## config.mk

```make
export PLATFORM = sky130hd
export DESIGN_NAME = rc5_iter_core
export DESIGN_NICKNAME = d
export VERILOG_FILES = /design/src/rtl/rc5_core_pkg.sv /design/src/rtl/rc5_key_bank.sv /design/src/rtl/rc5_round.sv /design/src/rtl/rc5_sequencer.sv /design/src/rtl/rc5_iter_core.sv
export SDC_FILE = /design/constraint.sdc
export NUM_CORES = 1
export LEC_CHECK = 0
export BUFFER_PORTS_ARGS = -buffer_cell sky130_fd_sc_hd__buf_2
export CORE_AREA = 3 3 162 164
export CTS_BUF_LIST = sky130_fd_sc_hd__clkbuf_8
export DETAILED_ROUTE_END_ITERATION = 8
export DIE_AREA = 0 0 165 167
export HOLD_SLACK_MARGIN = 0.02
export PLACE_DENSITY_LB_ADDON = 0.25
export SLEW_MARGIN = 25
export SYNTH_ARGS = -nofsm -noshare
export SYNTH_HDL_FRONTEND = slang
export SYNTH_HIERARCHICAL = 1
export SYNTH_SLANG_ARGS = --single-unit
```

## constraint.sdc

```tcl
create_clock -name clk -period 6.3 [get_ports clk]
set_input_delay 0.945 -clock clk [delete_from_list [all_inputs] [get_ports clk]]
set_output_delay 0.945 -clock clk [all_outputs]
set_load 0.05 [all_outputs]
```

## src/rtl/rc5_core_pkg.sv

```systemverilog
package rc5_core_pkg;

    // Width of an index able to address n items, never below one bit.
    function automatic int unsigned idx_w(input int unsigned n);
        return (n <= 1) ? 1 : $clog2(n);
    endfunction

    typedef enum logic [0:0] {
        PH_IDLE = 1'b0,
        PH_RUN  = 1'b1
    } phase_e;

endpackage

```

## src/rtl/rc5_key_bank.sv

```systemverilog
module rc5_key_bank #(
    parameter int unsigned WORD_W = 16,
    parameter int unsigned DEPTH  = 4,
    localparam int unsigned AW    = rc5_core_pkg::idx_w(DEPTH)
) (
    input  logic              clk,
    input  logic              we,
    input  logic [AW-1:0]     waddr,
    input  logic [WORD_W-1:0] wdata,
    input  logic [AW-1:0]     raddr,
    output logic [WORD_W-1:0] rdata
);
    localparam logic [AW-1:0] LAST = AW'(DEPTH - 1);

    logic [WORD_W-1:0] mem [DEPTH];

    always_ff @(posedge clk) begin
        if (we && (waddr <= LAST)) begin
            mem[waddr] <= wdata;
        end
    end

    // One read location per cycle, asynchronous.
    always_comb begin
        rdata = '0;
        if (raddr <= LAST) begin
            rdata = mem[raddr];
        end
    end

endmodule

```

## src/rtl/rc5_round.sv

```systemverilog
module rc5_round #(
    parameter int unsigned WORD_W = 16,
    localparam int unsigned SH_W  = rc5_core_pkg::idx_w(WORD_W)
) (
    input  logic [WORD_W-1:0] a_in,
    input  logic [WORD_W-1:0] b_in,
    input  logic [WORD_W-1:0] k_even,
    input  logic [WORD_W-1:0] k_odd,
    output logic [WORD_W-1:0] a_out,
    output logic [WORD_W-1:0] b_out
);
    function automatic logic [WORD_W-1:0] rotl(input logic [WORD_W-1:0] x,
                                                input logic [SH_W-1:0]   amt);
        logic [2*WORD_W-1:0] dbl;
        dbl = {x, x} << amt;
        return dbl[2*WORD_W-1:WORD_W];
    endfunction

    logic [WORD_W-1:0] mix_a;
    logic [WORD_W-1:0] mix_b;

    always_comb begin
        mix_a = rotl(a_in ^ b_in, b_in[SH_W-1:0]);
        a_out = mix_a + k_even;
        mix_b = rotl(b_in ^ a_out, a_out[SH_W-1:0]);
        b_out = mix_b + k_odd;
    end

endmodule

```

## src/rtl/rc5_sequencer.sv

```systemverilog
module rc5_sequencer #(
    parameter int unsigned ROUNDS = 3,
    localparam int unsigned AW    = rc5_core_pkg::idx_w(ROUNDS + 1)
) (
    input  logic          clk,
    input  logic          rst,
    input  logic          start_req,
    output logic          load,
    output logic          busy,
    output logic          last,
    output logic [AW-1:0] rnd,
    output logic          done
);
    import rc5_core_pkg::*;

    localparam logic [AW-1:0] FINAL = AW'(ROUNDS);

    phase_e        phase_q;
    logic [AW-1:0] rnd_q;
    logic          done_q;

    assign busy = (phase_q == PH_RUN);
    assign load = !busy && start_req;
    assign last = busy && (rnd_q == FINAL);
    assign rnd  = rnd_q;
    assign done = done_q;

    always_ff @(posedge clk) begin
        if (rst) begin
            phase_q <= PH_IDLE;
            rnd_q   <= '0;
            done_q  <= 1'b0;
        end else begin
            done_q <= 1'b0;
            if (load) begin
                phase_q <= PH_RUN;
                rnd_q   <= AW'(1);
            end else if (busy) begin
                if (last) begin
                    phase_q <= PH_IDLE;
                    rnd_q   <= '0;
                    done_q  <= 1'b1;
                end else begin
                    rnd_q <= rnd_q + AW'(1);
                end
            end
        end
    end

    // an accepted write leads straight into round one
    a_r5_start: assert property (@(posedge clk) disable iff (rst)
        load |=> busy && (rnd == AW'(1)));

    // completion only comes out of a running encryption
    a_r5_done_after_run: assert property (@(posedge clk) disable iff (rst)
        done |-> $past(busy));

    // completion pulse lasts one cycle
    a_r6_done_pulse: assert property (@(posedge clk) disable iff (rst)
        done |=> !done);

    // a running encryption advances one round per cycle whatever start_req does
    a_r9_no_restart: assert property (@(posedge clk) disable iff (rst)
        (busy && !last) |=> busy && (rnd == $past(rnd) + AW'(1)));

endmodule

```

## src/rtl/rc5_iter_core.sv

```systemverilog
module rc5_iter_core #(
    parameter int unsigned WORD_W = 16,
    parameter int unsigned ROUNDS = 3,
    localparam int unsigned NKEYS = 2 * ROUNDS + 2,
    localparam int unsigned KIW   = rc5_core_pkg::idx_w(NKEYS),
    localparam int unsigned DEPTH = ROUNDS + 1,
    localparam int unsigned AW    = rc5_core_pkg::idx_w(DEPTH)
) (
    input  logic                clk,
    input  logic                rst,
    input  logic                key_we,
    input  logic [KIW-1:0]      key_idx,
    input  logic [WORD_W-1:0]   key_val,
    input  logic                msg_we,
    input  logic [2*WORD_W-1:0] msg,
    output logic                done,
    output logic [2*WORD_W-1:0] ct
);
    typedef struct packed {
        logic [WORD_W-1:0] a;
        logic [WORD_W-1:0] b;
    } pair_t;

    logic              load;
    logic              busy;
    logic              last;
    logic [AW-1:0]     rnd;
    logic [AW-1:0]     rd_addr;
    logic [WORD_W-1:0] bank_rd [2];
    pair_t             work_q;
    pair_t             next_w;
    pair_t             msg_w;
    pair_t             ct_q;

    assign msg_w   = pair_t'(msg);
    assign rd_addr = busy ? rnd : '0;

    rc5_sequencer #(.ROUNDS(ROUNDS)) u_seq (
        .clk       (clk),
        .rst       (rst),
        .start_req (msg_we),
        .load      (load),
        .busy      (busy),
        .last      (last),
        .rnd       (rnd),
        .done      (done)
    );

    // Even keys in bank 0, odd keys in bank 1, both addressed by idx/2.
    for (genvar p = 0; p < 2; p++) begin : g_bank
        rc5_key_bank #(.WORD_W(WORD_W), .DEPTH(DEPTH)) u_bank (
            .clk   (clk),
            .we    (key_we && (key_idx[0] == 1'(p))),
            .waddr (key_idx[KIW-1:1]),
            .wdata (key_val),
            .raddr (rd_addr),
            .rdata (bank_rd[p])
        );
    end

    rc5_round #(.WORD_W(WORD_W)) u_round (
        .a_in   (work_q.a),
        .b_in   (work_q.b),
        .k_even (bank_rd[0]),
        .k_odd  (bank_rd[1]),
        .a_out  (next_w.a),
        .b_out  (next_w.b)
    );

    always_ff @(posedge clk) begin
        if (rst) begin
            work_q <= '0;
            ct_q   <= '0;
        end else if (load) begin
            work_q.a <= msg_w.a + bank_rd[0];
            work_q.b <= msg_w.b + bank_rd[1];
        end else if (busy) begin
            work_q <= next_w;
            if (last) begin
                ct_q <= next_w;
            end
        end
    end

    assign ct = ct_q;

    // Assertion-only history of whether any block has completed.
    logic done_seen_q;
    always_ff @(posedge clk) begin
        if (rst)       done_seen_q <= 1'b0;
        else if (done) done_seen_q <= 1'b1;
    end

    // output only moves in the cycle of a completion
    a_r7_ct_hold: assert property (@(posedge clk) disable iff (rst)
        !done |-> $stable(ct));

    // zero output until the first completion
    a_r8_ct_zero: assert property (@(posedge clk) disable iff (rst)
        (!done_seen_q && !done) |-> (ct == '0));

endmodule

```

==> results of run 1 <==
[worst max path at each step]
stage                          start         end  slack [ps]  cells after the start
after floorplan           u_seq/busy  work_q[15]          10                     28
after global placement     work_q[0]  work_q[14]        -180                     32
after detailed placement   work_q[3]  work_q[14]        -380                     28
after CTS                  work_q[0]  work_q[15]           7                     27
after global routing      work_q[19]  work_q[14]        -300                     30
final                      work_q[0]  work_q[14]         -70                     28
[worst reg2reg max path: cells and delay by family, from the launching register on]
family,cells,cell delay [ps]
multiplexers,6,1940
adder cells (fa/ha/maj),2,520
AND/OR/NAND/NOR,2,430
XOR/XNOR,1,290
flip-flops,1,410
buffers and inverters,4,520
AO/OA/AOI/OAI,13,2170
[registers in the layout, indices dropped and copies added, names as in the netlist]
signal             flops
ct                    32
u_seq/busy             1
work_q                32
u_seq/done             1
g_bank.u_bank/mem    128
u_seq/rnd              2
[cell usage in the layout (no fill, tap or decap), types with 12 or more instances in the layout]
| cell type | netlist | routed |
|---|---|---|
| a211oi_1 | 34 | 32 |
| o21ai_0 | 38 | 27 |
| nor2_1 | 43 | 41 |
| xor2_1 | 30 | 22 |
| a21oi_1 | 88 | 75 |
| nand2_1 | 122 | 121 |
| nor2b_1 | 19 | 18 |
| ha_1 | 62 | 51 |
| a21o_1 | 31 | 31 |
| nand3_1 | 17 | 13 |
| a21oi_2 | 1 | 12 |
| clkbuf_8 | 0 | 17 |
| xnor2_2 | 1 | 12 |
| xnor2_1 | 38 | 27 |
| buf_4 | 0 | 144 |
| mux2i_1 | 64 | 51 |
| edfxtp_1 | 128 | 128 |
| buf_2 | 6 | 87 |
| o21ai_1 | 7 | 13 |
| inv_1 | 24 | 22 |
| dfxtp_1 | 68 | 59 |
| mux4_2 | 36 | 39 |
[metrics by stage]
| step | utilization | hold WS [ps] | setup WS [ps] |
|---|---|---|---|
| finish | 0.600 | 456 | -74.3 |
| global route | 0.600 | 479 | -295 |
| CTS | 0.581 | 460 | 7.44 |
| detailed placement | 0.556 | 445 | -377 |
| global placement | 0.556 | 440 | -181 |
| floorplan | - | 487 | 12.5 |
[layer usage]
layer / share of wire / wire length [um]
met5: 0 / 0
met4: 0.037 / 1330
met3: 0.056 / 1980
met2: 0.48 / 17000
met1: 0.43 / 15300
[repair_timing]
item | in CTS | in global routing
gates resized for setup | 48 | 72
setup buffers | 7 | 14
pin swaps | 13 | 34
gates cloned | 0 | 0
setup endpoints to repair | 15 | 21
[area by class of cell]
cell class,instances,area [um2]
clock inverter,15,178
timing repair buffer,236,1590
multi-input combinational,829,7280
tap,330,413
clock buffer,17,234
fill,2050,10000
sequential,196,5220
inverter,29,114
[cell families after synthesis]
family | after synthesis
XOR/XNOR | 75
buffers and inverters | 93
flip-flops | 196
AND/OR/NAND/NOR | 283
multiplexers | 124
AO/OA/AOI/OAI | 281
adder cells (fa/ha/maj) | 66
==> out/results.tsv, run 1 <==
metric	value	unit
first-pass GRT wire length	53600	um
WL per Instance	21.6	um
Clock Latency Late Sink	490	ps
CP required	6690	ps
Async S/R FF share, synth	0	
placed instance area	13900	um2
crit path DAT	6760	ps
CTS clk-pin slew, worst paths	120	ps
Worst setup EP type	register	
fin. max-slew vios	0	
cell with the most instances after synthesis	edfxtp_1	
f_max	157	MHz
Worst path max stage delay	530	ps
Clock Tree Root	clkbuf_8	
vias in the first global route	9391	
starting density of the core	0.494	
Commonest cells post-synth	edfxtp_1 (128), nand2_1 (122), a21oi_1 (88), dfxtp_1 (68), mux2i_1 (64)	
top_reg_cell synth	edfxtp_1	
GR Util met2	0.414	
Buf/Inv on CP	4	
Post-Synth Adder-Cell Area	0.0693	
CP Launch Type	register	
simple-gate portion of the synthesized area	0.110	
met3 Usage GRT	0.0435	
antenna diode count	0	
synthesis warning total	6	
Synth Net Count	1239	
Fin. Hold Viols	0	
post-synthesis compound-gate area fraction	0.148	
Top delay family on crit path	compound AO/OA/AOI/OAI gates	
worst slew pin tran	871	ps
final instance area	15000	um2
CORE AREA	25000	um2
r2r worst-path depth	28	
maximum root-to-sink buffer count	2	
number of DRC markers in iteration 0	712	
H-tree levels	4	
I/O pin cnt	88	
Post-synth EDFFs	128	
final std cells w/o fill	1652	
minimum clock period after layout	6370	ps
detailed-route DRC error count	0	
clk sinks	196	
area grow syn2layout	21.6	%
# rows	58	
TritonRoute pass-1 iters	5	
Seq/Total Area, Yosys	0.421	
worst hold endpoint	ct[25]	
Worst path slowest cell	mux4_2	
vias per std cell	5.94	
hold_buf cts	0	
Mean Syn Cell Area	11.1	um2
setup TNS	-74.3	ps
placed insts	1600	
PortBufs	87	
largest net degree at the start of global routing	58	
# setup viols final	1	
share of cells above drive strength 1	0.329	
largest family of logic cells by synthesized area	multiplexers	
gr usage total	0.257	
top-area cell type share of the netlist area	0.311	
failing checks	setup timing	
antenna violations before repair	0	
Critical R2R Launch	work_q[0]	
slew margin rel.	0.419	
CTS tree	built	
Post-Synth XOR/XNOR Area	0.0599	
part of the cycle the worst path needs	1.01	
antenna-violating nets left	0	
global-route congestion overflow total	0	
max-cap violations	0	
setup ws final	-74.3	ps
Hold Crit Depth	2	
cell taking the most area after synthesis	edfxtp_1	
post-synthesis mux area share	0.157	
Hold Crit Class	register to register	
status	finished with violations	
R2R setup slack	-70	ps
skew final	25.4	ps
Detailed Route WL	35600	um
nets	1430	
Most Crowded Layer GR	met2	
Die X	165	um
worst-path maximum fanout	5	
met1 Use GR	0.351	
Synth cell types	80	
Mapped Area	12400	um2
via count	9820	
Mapped Cells	1118	
CP most frequent cell	mux4_2	
Setup Crit Path Kind	register to register	
DPL Wire Length	26600	um
CTS Buf Count	17	
reg2reg end	work_q[14]	
unrepaired setup endpoints after global routing	yes	
#FFs+latches synth	196	
final RePlAce weighted congestion	0.969	
die area	27600	um2
die height	167	um
Area contributors post-synth	edfxtp_1 (31%), dfxtp_1 (11%), mux4_2 (6.6%), ha_1 (6.3%), mux2i_1 (5.2%)	
hold_sp	ct[25]	
Power of run 1 is left out: the tool's default activity adds up to more than one toggle a clock period on the data nets, which glitch-free logic cannot reach.
==> run 2: changes to the inputs <==
--- a/config.mk
+++ b/config.mk
@@ -8,10 +8,11 @@
 export BUFFER_PORTS_ARGS = -buffer_cell sky130_fd_sc_hd__buf_2
 export CORE_AREA = 3 3 162 164
 export CTS_BUF_LIST = sky130_fd_sc_hd__clkbuf_8
+export CTS_CLUSTER_SIZE = 25
 export DETAILED_ROUTE_END_ITERATION = 8
 export DIE_AREA = 0 0 165 167
 export HOLD_SLACK_MARGIN = 0.02
-export PLACE_DENSITY_LB_ADDON = 0.25
+export PLACE_DENSITY = 0.79
 export SLEW_MARGIN = 25
 export SYNTH_ARGS = -nofsm -noshare
 export SYNTH_HDL_FRONTEND = slang
==> constraint.sdc (replaced) <==
create_clock -name clk -period 6.3 [get_ports clk]
set_input_delay 0.945 -clock clk [delete_from_list [all_inputs] [get_ports clk]]
set_output_delay 0.945 -clock clk [all_outputs]
set_load 0.01 [all_outputs]
==> run 2 against run 1 <==
The flow still finishes with violations (setup timing). Clock skew decreased by 3.0 ps. Routed wire length up 2.7%. Via count grew 3.6%. Utilization grew 0.14 points. Register-to-register slack lost 80 ps. Sequential share of layout area shrank 0.059 points. Flip-flop and latch count did not move. Critical path type unchanged. Critical endpoint is now work_q[15].
==> out/results.tsv, run 2 (same netlist as run 1, synthesis figures left out) <==
metric	value	unit	change
WL per Instance	22.0	um	+1.9%
CP required	6730	ps	+40 ps
Critical R2R Launch	work_q[14]		
worst slew pin tran	889	ps	+18.1 ps
Hold Crit Class	register to register		
# setup viols final	12		+11
TritonRoute pass-1 iters	9		+4
f_max	155	MHz	-1.3%
final instance area	15100	um2	+0.24%
CP Launch Type	register		
skew final	22.4	ps	-2.98 ps
pre-CTS WS	-378	ps	-0.784 ps
setup ws final	-159	ps	-84.9 ps
# rows	58		unchanged
unrepaired setup endpoints after global routing	yes		
hold_sp	ct[27]		
starting density of the core	0.494		unchanged
CTS clk-pin slew, worst paths	130	ps	about the same
Clock Latency Late Sink	490	ps	about the same
I/O pin cnt	88		unchanged
die area	27600	um2	unchanged
antenna violations before repair	0		unchanged
failing checks	setup timing		
Clock Tree Root	clkbuf_8		
minimum clock period after layout	6460	ps	+84.9 ps
via count	10200		+3.6%
global-route congestion overflow total	0		unchanged
detailed-route DRC error count	0		unchanged
CORE AREA	25000	um2	unchanged
maximum root-to-sink buffer count	2		unchanged
H-tree levels	4		unchanged
CTS tree	built		
die height	167	um	unchanged
PortBufs	87		unchanged
fin util	0.602		+0.00145
placed instance area	14000	um2	+0.31%
worst-path maximum fanout	4		-1
Fin. Hold Viols	0		unchanged
vias per std cell	6.11		+2.8%
DR WL met2	17500	um	+3.2%
first-pass GRT wire length	54600	um	+1.9%
Worst setup EP type	register		
Hold Crit Depth	2		unchanged
Setup Crit Path Kind	register to register		
antenna diode count	0		unchanged
Worst path slowest cell	mux4_2		
Die X	165	um	unchanged
antenna-violating nets left	0		unchanged
vias in the first global route	9680		+3.1%
max reg flops	128		unchanged
Worst path max stage delay	520	ps	about the same
DPL Wire Length	26700	um	+0.15%
gr usage total	0.260		+0.00269
CTS Buf Count	17		unchanged
Detailed Route WL	36600	um	+2.7%
final RePlAce weighted congestion	0.970		+0.13%
commonest non-fill, non-tap cell in the layout	buf_4		
R2R setup slack	-160	ps	-80 ps
most flop-heavy register	g_bank.u_bank/mem		
worst hold endpoint	ct[27]		
r2r worst-path depth	28		unchanged
largest net degree at the start of global routing	58		unchanged
status	finished with violations		
fin. max-slew vios	0		unchanged
commonest cells after routing, fill and taps aside	buf_4 (155), edfxtp_1 (128), nand2_1 (122)		
number of DRC markers in iteration 0	995		+40%
met3 WL	2860	um	+44%
uppermost routed layer	met4		
nets	1442		+0.84%
area grow syn2layout	21.9	%	
part of the cycle the worst path needs	1.03		+0.0135
max-cap violations	0		unchanged
reg2reg end	work_q[15]		
slew margin rel.	0.392		-0.0274
DRT met1 WL	14600	um	-4.9%
crit path DAT	6890	ps	+130 ps
share of cells above drive strength 1	0.330		+0.000788
clk sinks	196		unchanged
==> run 2: changes by cell type in the layout (fill, tap and decap cells not counted), moves of 3 or more <==
cell and delta:
dfxtp_1 -3, xnor2_1 -3, ha_1 +5, ha_4 -5
inv_12 +4, dfxtp_2 +3, buf_4 +11
==> run 2: metrics by stage <==
stage / std cells / setup TNS, ps / hold WS (ps)
global placement: 1604 / -3400 / 440
CTS: 1651 / 0 / 462
floorplan: 1118 / 0 / 481
finish: 1664 / -1140 / 459
global route: 1664 / -3430 / 470
detailed placement: 1604 / -3630 / 446
==> run 2: layout make-up <==
| type | instances | area [um2] |
|---|---|---|
| clock buffer | 17 | 234 |
| clock inverter | 15 | 218 |
| fill | 1996 | 9970 |
| inverter | 29 | 114 |
| multi-input combinational | 829 | 7170 |
| sequential | 196 | 5220 |
| tap | 330 | 413 |
| timing repair buffer | 248 | 1690 |
==> run 2: per-layer routing <==
layer  vias to the layer above  GRT usage
li1                       4645          -
met2                       507      0.419
met5                         -          0
met4                         0      0.104
met1                      4901      0.348
met3                       117     0.0440
==> run 2: worst max-delay path: cells and delay by family (launching register included) <==
family	cells	cell delay, ps
AO/OA/AOI/OAI	12	2130
multiplexers	6	1940
XOR/XNOR	4	820
adder cells (fa/ha/maj)	2	500
flip-flops	1	380
AND/OR/NAND/NOR	1	350
buffers and inverters	3	290
==> run 2: what timing repair did <==
item                       4_1_cts  5_1_grt
hold buffers                     0        0
setup endpoints to repair       16       23
pin swaps                       12       27
gates cloned                     0        0
buffers inserted                15       13
gates resized for setup         40       67
==> run 2: how the worst max path moves through the flow <==
stage	start	endpoint	slack, ps	cells past startpoint
global route	work_q[26]	work_q[10]	-370	27
floorplan	u_seq/busy	work_q[15]	10	28
global placement	work_q[1]	work_q[15]	-360	27
detailed placement	work_q[0]	work_q[15]	-380	27
finish	work_q[14]	work_q[15]	-160	28
CTS	work_q[14]	work_q[15]	10	28
Power of run 2 is left out for the same reason.
